`src/rtl/uirq_pkg.sv`:
```
// Shared constants for the UART interrupt register bank.
// Assumes word-addressed 32-bit registers; word indices are software-visible.
package uirq_pkg;
    localparam int NUM_SRC    = 4;
    localparam int DATA_W     = 32;
    // Word indices of the three registers
    localparam int WORD_PEND  = 0;
    localparam int WORD_ENAB  = 1;
    localparam int WORD_FORCE = 2;
    // Source bit positions
    localparam int SRC_TX_WMARK = 0;
    localparam int SRC_RX_WMARK = 1;
    localparam int SRC_TX_EMPTY = 2;
    localparam int SRC_RX_OVF   = 3;
endpackage

```
`src/rtl/uirq_decode.sv`:
```
// Address decoder: turns a byte address into register selects and write strobes.
// Assumes 4-byte accesses; address bits 1:0 are dropped.
module uirq_decode #(
    parameter int ADDR_W = 10
) (
    input  logic              clk,
    input  logic              rst_n,
    input  logic              wr_i,
    input  logic [ADDR_W-1:0] addr_i,
    output logic              sel_pend_o,
    output logic              sel_enab_o,
    output logic              wr_pend_o,
    output logic              wr_enab_o,
    output logic              wr_force_o
);
    import uirq_pkg::*;

    logic [ADDR_W-1:0] word_idx;
    logic              sel_force;

    // Derive the word index and compare it against each register
    always_comb begin
        word_idx   = addr_i >> 2;
        sel_pend_o = (word_idx == ADDR_W'(WORD_PEND));
        sel_enab_o = (word_idx == ADDR_W'(WORD_ENAB));
        sel_force  = (word_idx == ADDR_W'(WORD_FORCE));
        wr_pend_o  = wr_i && sel_pend_o;
        wr_enab_o  = wr_i && sel_enab_o;
        wr_force_o = wr_i && sel_force;
    end

    AST_ONE_STROBE: assert property (@(posedge clk) disable iff (!rst_n)
        $onehot0({wr_pend_o, wr_enab_o, wr_force_o}));
    AST_NO_STROBE_UNMAPPED: assert property (@(posedge clk) disable iff (!rst_n)
        (addr_i >> 2) > ADDR_W'(WORD_FORCE) |-> !(wr_pend_o || wr_enab_o || wr_force_o));
endmodule

```
`src/rtl/uirq_cell.sv`:
```
// One interrupt source: sticky pending bit, enable bit and gated output.
// Assumes event, clear and force inputs are synchronous to clk.
module uirq_cell (
    input  logic clk,
    input  logic rst_n,
    input  logic evt_i,
    input  logic clr_i,
    input  logic force_i,
    input  logic en_wr_i,
    input  logic en_d_i,
    output logic pend_o,
    output logic en_o,
    output logic irq_o
);
    logic pend_q;
    logic en_q;

    // Pending bit: clear first, then force and event set (event beats clear)
    always_ff @(posedge clk) begin
        if (!rst_n) pend_q <= 1'b0;
        else        pend_q <= (pend_q && !clr_i) || force_i || evt_i;
    end

    // Enable bit: loaded on a write to the enable register
    always_ff @(posedge clk) begin
        if (!rst_n)       en_q <= 1'b0;
        else if (en_wr_i) en_q <= en_d_i;
    end

    // Output gating
    always_comb begin
        pend_o = pend_q;
        en_o   = en_q;
        irq_o  = pend_q && en_q;
    end

    AST_CLEAR_DROPS: assert property (@(posedge clk) disable iff (!rst_n)
        clr_i && !evt_i && !force_i |=> !pend_o);
    AST_EVENT_WINS: assert property (@(posedge clk) disable iff (!rst_n)
        evt_i |=> pend_o);
    AST_FORCE_SETS: assert property (@(posedge clk) disable iff (!rst_n)
        force_i |=> pend_o);
    AST_PEND_STICKY: assert property (@(posedge clk) disable iff (!rst_n)
        pend_o && !clr_i |=> pend_o);
    AST_ENAB_LOAD: assert property (@(posedge clk) disable iff (!rst_n)
        en_wr_i |=> en_o == $past(en_d_i));
    AST_IRQ_OFF: assert property (@(posedge clk) disable iff (!rst_n)
        en_wr_i && !en_d_i |=> !irq_o);
endmodule

```
`src/rtl/uirq_regs.sv`:
```
// UART interrupt register bank top: pending (W1C), enable (RW), force (WO).
// Assumes one-cycle write strobes and event inputs synchronous to clk.
module uirq_regs #(
    parameter int ADDR_W  = 10,
    parameter int DATA_W  = uirq_pkg::DATA_W,
    parameter int NUM_SRC = uirq_pkg::NUM_SRC
) (
    input  logic               clk,
    input  logic               rst_n,
    input  logic               bus_wr,
    input  logic [ADDR_W-1:0]  bus_addr,
    input  logic [DATA_W-1:0]  bus_wdata,
    output logic [DATA_W-1:0]  bus_rdata,
    input  logic [NUM_SRC-1:0] evt_in,
    output logic [NUM_SRC-1:0] irq_out
);
    localparam int PAD_W = DATA_W - NUM_SRC;

    logic               sel_pend, sel_enab;
    logic               wr_pend, wr_enab, wr_force;
    logic [NUM_SRC-1:0] pend_vec, en_vec;
    logic               unused_wdata_hi;

    assign unused_wdata_hi = ^bus_wdata[DATA_W-1:NUM_SRC];

    uirq_decode #(.ADDR_W(ADDR_W)) u_decode (
        .clk        (clk),
        .rst_n      (rst_n),
        .wr_i       (bus_wr),
        .addr_i     (bus_addr),
        .sel_pend_o (sel_pend),
        .sel_enab_o (sel_enab),
        .wr_pend_o  (wr_pend),
        .wr_enab_o  (wr_enab),
        .wr_force_o (wr_force)
    );

    for (genvar i = 0; i < NUM_SRC; i++) begin : g_src
        uirq_cell u_cell (
            .clk     (clk),
            .rst_n   (rst_n),
            .evt_i   (evt_in[i]),
            .clr_i   (wr_pend && bus_wdata[i]),
            .force_i (wr_force && bus_wdata[i]),
            .en_wr_i (wr_enab),
            .en_d_i  (bus_wdata[i]),
            .pend_o  (pend_vec[i]),
            .en_o    (en_vec[i]),
            .irq_o   (irq_out[i])
        );
    end

    // Read mux: force register and unmapped words read as zero
    always_comb begin
        if (sel_pend)      bus_rdata = {{PAD_W{1'b0}}, pend_vec};
        else if (sel_enab) bus_rdata = {{PAD_W{1'b0}}, en_vec};
        else               bus_rdata = '0;
    end

    AST_RESET_QUIET: assert property (@(posedge clk) disable iff (!rst_n)
        $rose(rst_n) |-> irq_out == '0);
    AST_RDATA_UPPER_ZERO: assert property (@(posedge clk) disable iff (!rst_n)
        bus_rdata[DATA_W-1:NUM_SRC] == '0);
endmodule

```
`config.mk`:
```
export PLATFORM = sky130hd
export DESIGN_NAME = uirq_regs
export DESIGN_NICKNAME = d
export VERILOG_FILES = /design/src/rtl/uirq_pkg.sv /design/src/rtl/uirq_decode.sv /design/src/rtl/uirq_cell.sv /design/src/rtl/uirq_regs.sv
export SDC_FILE = /design/constraint.sdc
export NUM_CORES = 1
export LEC_CHECK = 0
export BUFFER_PORTS_ARGS = -buffer_cell sky130_fd_sc_hd__buf_2
export CAP_MARGIN = 20
export CORE_MARGIN = 1
export CORE_UTILIZATION = 34
export CTS_BUF_LIST = sky130_fd_sc_hd__clkbuf_4
export CTS_CLUSTER_SIZE = 12
export DETAILED_ROUTE_END_ITERATION = 8
export GPL_TIMING_DRIVEN = 0
export PLACE_DENSITY = 0.82
export SETUP_SLACK_MARGIN = 0.02
export SYNTH_ARGS = -nofsm -noshare
export SYNTH_HDL_FRONTEND = slang
export SYNTH_HIERARCHICAL = 1
export SYNTH_SLANG_ARGS = --single-unit
export TNS_END_PERCENT = 50
```
`constraint.sdc`:
```
create_clock -name clk -period 2.6 [get_ports clk]
set_input_delay 0.52 -clock clk [delete_from_list [all_inputs] [get_ports clk]]
set_output_delay 0.52 -clock clk [all_outputs]
set_load 0.005 [all_outputs]
```
==> qor.csv, run 1 <==
metric,value,unit
Via Count,654,
synthesized flop and latch total,8,
Multi-input gate area,462.9,µm²
number of diodes,0,
crit share post-route,93.74,%
setup tns final,0,ps
arrival time at the worst endpoint,1920,ps
most common cell in the synthesized netlist,buf_4,
CP Launch Type,input pin,
WL final,1418,µm
unrepaired setup endpoints after global routing,false,
Worst-Skew Late Latency,250,ps
Routed Antenna Nets,0,
Post-CTS Repair Setup Buffers,0,
CP max FO,7,
Post-CTS Resized,1,
Pre-antenna DRT Iters,3,
first-pass GRT wire length,1897,µm
IO Port Bufs,26,
Layout Cells excl Fill,169,
Nets,193,
Final Hold Viols,0,
Initial Util,36.68,%
num rows,16,
min Tclk post-route,2437,ps
Worst EP required,2080,ps
Comb power frac,25.4,%
top-area cell type share of the netlist area,28.92,%
Synth cell types,19,
DR iter-0 viols,4,
switching share of total power,24.02,%
"top cells by count, synth","buf_4 (28), and2_1 (8), dfxtp_1 (8)",
DRC viols,0,
dominant synthesized flop cell,dfxtp_1,
Clock Sinks,8,
fin. max-slew vios,0,
io pins,85,
max_slew headroom,53.43,%
Detailed Place HPWL,1202,µm
Setup Viol. Count Final,0,
fmax,410.3,MHz
Seq pwr share,43.5,%
"Reg clk slew, reported paths",50,ps
largest net degree at the start of global routing,9,
Post-Syn Instances,85,
asr flop ratio synth,0,%
CTS tree,done,
outcome,"complete, no violations",
fillers,199,
post-DR vias/cell,3.870,
Area Overhead vs Synth,42.51,%
die area,2327,µm²
Sequential Area,160.2,µm²
Top Usage Layer GRT,met2,
Num CTS Buffers,3,
yosys warns,6,
hold buffer count at CTS,0,
"area leader, netlist",buf_4,
Die H,48.24,µm
die width,48.24,µm
WL per Instance,8.391,µm
DP Cell Count,165,
vias in the first global route,535,
gr usage total,11.97,%
maximum clock path buffer count,2,
worst hold path class,in2reg,
syn avg cell area,8.552,µm²
met2 Usage GRT,22.93,%
Tightest Pin Transition,692.2,ps
MaxCap Viol Count,0,
initial antenna violation count,0,
dominant cells by area after synthesis,"buf_4 (29%), dfxtp_1 (22%), nor2b_4 (7.6%), and2_1 (6.9%), mux2i_1 (5.5%)",
GP Congestion,0.6681,
net switching power,71.91,µW
Crit. End Element,output pin,
CORE AREA,1982,µm²
fraction of power consumed by the clock network,31.1,%
Pint,227.5,µW
H-tree depth,1,
sequential share of the synthesized area,22.03,%
Lkg Pwr,0.5732,nW
Mapped Area,726.9,µm²
ratio of cells with drive above 1 in the final layout,49.30,%
"EDFF count, synth",0,
total grt overflow,0,
Fin Clk Skew,0,ps
VDD IR-drop max,202.0,µV
GRT met1 Usage,11.63,%
root buf cell,clkbuf_4,
critical path class,in2out,
grt met3 use,2.593,%
Power Density,289.0,nW/µm²
cell families after synthesis:
group / synth area share (%)
compound gates: 8.606
buf+inv: 30.46
flops: 22.03
mux: 5.508
other cells: 0.5159
simple gates: 32.87
final timing paths:
kind	endpoint	startpoint	slack, ps	cells past startpoint
min	g_src[1].u_cell/pend_o	evt_in[1]	480	2
min reg2reg	g_src[0].u_cell/en_o	g_src[0].u_cell/en_o	530	2
max	bus_rdata[0]	bus_addr[7]	160	6
max reg2reg	g_src[0].u_cell/pend_o	g_src[0].u_cell/pend_o	1820	2
stage by stage:
stage,setup slack [ps],instance area [µm²],power (mW),hold WS (ps),util [%]
after floorplan,254.9,828.3,0.1866,497.0,-
after global routing,101.8,1036,0.3202,479.8,52.27
after detailed placement,-138.4,992.2,0.2057,528.3,50.06
final,162.7,1036,0.2994,484.3,52.27
after CTS,77.47,1020,0.3023,477.1,51.45
after global placement,-176.4,992.2,0.2036,515.3,50.06
power by group through the flow:
stage | sequential, mW | combinational [mW] | clock, mW
floorplan | 0.132 | 0.0545 | 0
global placement | 0.132 | 0.0713 | 0
detailed placement | 0.133 | 0.0728 | 0
CTS | 0.130 | 0.0733 | 0.0987
global route | 0.131 | 0.0865 | 0.103
finish | 0.130 | 0.0759 | 0.0932
critical path: stages:
cell,delay (ps)
buf_2,100
or4_4,580
nor3_4,320
nor2b_2,90
a22o_1,190
buf_2,120
final cells by class:
cell class,instances,share of cell area [%]
Tap cell,27,3.261
Sequential cell,8,15.46
Buffer,28,20.29
Clock buffer,3,2.174
Inverter,3,1.087
Multi-Input combinational cell,73,44.69
Timing Repair Buffer,27,13.04
cell usage in the layout, fill, tap and decap left out, types with 2 or more instances in the layout:
master / n
conb_1: 28
o21ai_0: 2
nand2_1: 4
buf_4: 28
nor2b_4: 4
a22o_1: 2
inv_1: 3
o31a_1: 4
and2_1: 8
and2_2: 4
nor4_1: 2
nor2b_1: 4
clkbuf_4: 3
buf_2: 26
mux2i_1: 4
dfxtp_1: 8
per-layer routing:
| layer | vias up | wire length (µm) |
|---|---|---|
| met2 | 34 | 680 |
| met3 | 2 | 143 |
| met4 | 0 | 4 |
| met5 | - | 0 |
| met1 | 277 | 590 |
| li1 | 341 | - |
state kept, by name (all words and copies together), names as in the netlist:
name / flops
g_src.u_cell/pend_o: 4
g_src.u_cell/en_o: 4
(Power assumes the default switching activity.)
==> run 2: changes to the inputs <==
--- a/config.mk
+++ b/config.mk
@@ -14,6 +14,7 @@
 export DETAILED_ROUTE_END_ITERATION = 8
 export GPL_TIMING_DRIVEN = 0
 export PLACE_DENSITY = 0.82
+export RECOVER_POWER = 50
 export SETUP_SLACK_MARGIN = 0.02
 export SYNTH_ARGS = -nofsm -noshare
 export SYNTH_HDL_FRONTEND = slang
==> qor.csv, run 2 (same netlist as run 1, synthesis figures left out) <==
metric,value,unit,change
Via Count,654,,unchanged
placed cell area,992.2,µm²,unchanged
Clock Sinks,8,,unchanged
Num CTS Buffers,3,,unchanged
wire length on met1,588,µm,was 590 µm
Final Hold Viols,0,,unchanged
Lkg Pwr,0.5653,nW,was 0.5732 nW
Worst EP required,2080,ps,about the same
fraction of power consumed by the clock network,31.1,%,about the same
CP Launch Type,input pin,,unchanged
outcome,"complete, no violations",,unchanged
max_slew headroom,53.34,%,was 53.43%
critical path class,in2out,,unchanged
Routed Antenna Nets,0,,unchanged
hold buffer count at CTS,0,,unchanged
CP max stage delay,580,ps,about the same
arrival time at the worst endpoint,1920,ps,about the same
crit share post-route,93.73,%,was 93.74%
gr usage total,11.97,%,unchanged
post-DR vias/cell,3.870,,unchanged
setup tns final,0,ps,unchanged
Sequential Area,160.2,µm²,unchanged
dpl ws,-138.4,ps,unchanged
Initial Util,36.68,%,unchanged
Layout Cells excl Fill,169,,unchanged
Finished Cell Area,1033,µm²,was 1036 µm²
number of diodes,0,,unchanged
Post-CTS Repair Setup Buffers,0,,unchanged
fin. max-slew vios,0,,unchanged
Tot Pwr,299.3,µW,was 299.4 µW
GP Congestion,0.6681,,unchanged
Pre-antenna DRT Iters,3,,unchanged
die width,48.24,µm,unchanged
total grt overflow,0,,unchanged
switching share of total power,24.00,%,was 24.02%
H-tree depth,1,,unchanged
CTS tree,done,,unchanged
ratio of cells with drive above 1 in the final layout,47.89,%,was 49.30%
Tightest Pin Transition,693.4,ps,was 692.2 ps
Crit-path slowest cell,or4_4,,unchanged
Multi-input gate area,462.9,µm²,unchanged
Fin Clk Skew,0,ps,unchanged
CP max FO,7,,unchanged
Seq pwr share,43.5,%,about the same
die area,2327,µm²,unchanged
DRC viols,0,,unchanged
VDD IR-drop max,202.0,µV,about the same
most frequent cells in the layout,"buf_4 (28), conb_1 (28), buf_2 (25)",,"was buf_4 (28), conb_1 (28), buf_2 (26)"
top sig layer,met4,,unchanged
worst hold path class,in2reg,,unchanged
WL final,1415,µm,was 1418 µm
post-layout util,52.15,%,was 52.27%
fillers,201,,was 199
Worst-Skew Late Latency,250,ps,about the same
met3 WL,143,µm,unchanged
worst setup margin,163.0,ps,was 162.7 ps
initial antenna violation count,0,,unchanged
io pins,85,,unchanged
net switching power,71.85,µW,was 71.91 µW
DR iter-0 viols,5,,was 4
IO Port Bufs,26,,unchanged
"Reg clk slew, reported paths",50,ps,about the same
Crit. End Element,output pin,,unchanged
cells along the critical path,"buf_2, or4_4, nor3_4, nor2b_2, a22o_1, buf_2",,unchanged
met2 WL post-DR,679,µm,was 680 µm
Pint,227.5,µW,about the same
root buf cell,clkbuf_4,,unchanged
Comb power frac,25.3,%,was 25.4%
CORE AREA,1982,µm²,unchanged
min Tclk post-route,2437,ps,about the same
largest net degree at the start of global routing,9,,unchanged
num rows,16,,unchanged
WL per Instance,8.373,µm,was 8.391 µm
vias in the first global route,535,,unchanged
first-pass GRT wire length,1897,µm,unchanged
MaxCap Viol Count,0,,unchanged
Power Density,289.6,nW/µm²,was 289.0 nW/µm²
DP Cell Count,165,,unchanged
Worst path most repeated cell,buf_2,,unchanged
fmax,410.3,MHz,about the same
Area Overhead vs Synth,42.17,%,was 42.51%
maximum clock path buffer count,2,,unchanged
Die H,48.24,µm,unchanged
Detailed Place HPWL,1202,µm,unchanged
final hold slack,484.4,ps,was 484.3 ps
Nets,193,,unchanged
Setup Viol. Count Final,0,,unchanged
unrepaired setup endpoints after global routing,false,,unchanged
-- run 2: changes by cell type in the layout (fill, tap and decap cells not counted) --
| cell | change |
|---|---|
| clkbuf_1 | +2 |
| buf_2 | -1 |
| clkbuf_2 | -1 |
-- run 2: final timing paths --
| check | start | depth (start not counted) | slack [ps] | endpoint |
|---|---|---|---|---|
| max reg2reg | g_src[0].u_cell/pend_o | 2 | 1820 | g_src[0].u_cell/pend_o |
| min reg2reg | g_src[0].u_cell/en_o | 2 | 530 | g_src[0].u_cell/en_o |
| min | evt_in[1] | 2 | 480 | g_src[1].u_cell/pend_o |
| max | bus_addr[7] | 6 | 160 | bus_rdata[0] |
-- run 2: what timing repair did --
action	in CTS	in global routing
pin swaps	0	0
resized for setup	1	2
setup endpoints to repair	4	2
-- run 2: worst max-delay path: cells and delay by family --
family                 cells  cell delay (ps)
AO/OA/AOI/OAI              1              190
buffers and inverters      2              220
AND/OR/NAND/NOR            3              990
-- run 2: final cells by class --
type                    count  share of cell area [%]
plain buffers              28                   20.34
clock buffers               3                   2.179
inverters                   3                   1.090
multi-input cells          73                   44.79
flip-flops and latches      8                   15.50
well taps                  27                   3.269
repair buffers             27                   12.83
-- run 2: metal layers --
metal | vias to the layer above | track usage (%)
met2 | 34 | 22.93
met1 | 277 | 11.63
met4 | 0 | 6.667
met3 | 2 | 2.593
met5 | - | 0
li1 | 341 | -
-- run 2: power by group through the flow --
stage	Combinational, mW	Sequential [mW]	Clock, mW
5_1_grt	0.0864	0.131	0.103
6_report	0.0759	0.130	0.0932
3_3_place_gp	0.0713	0.132	0
4_1_cts	0.0733	0.130	0.0987
2_1_floorplan	0.0545	0.132	0
3_5_place_dp	0.0728	0.133	0
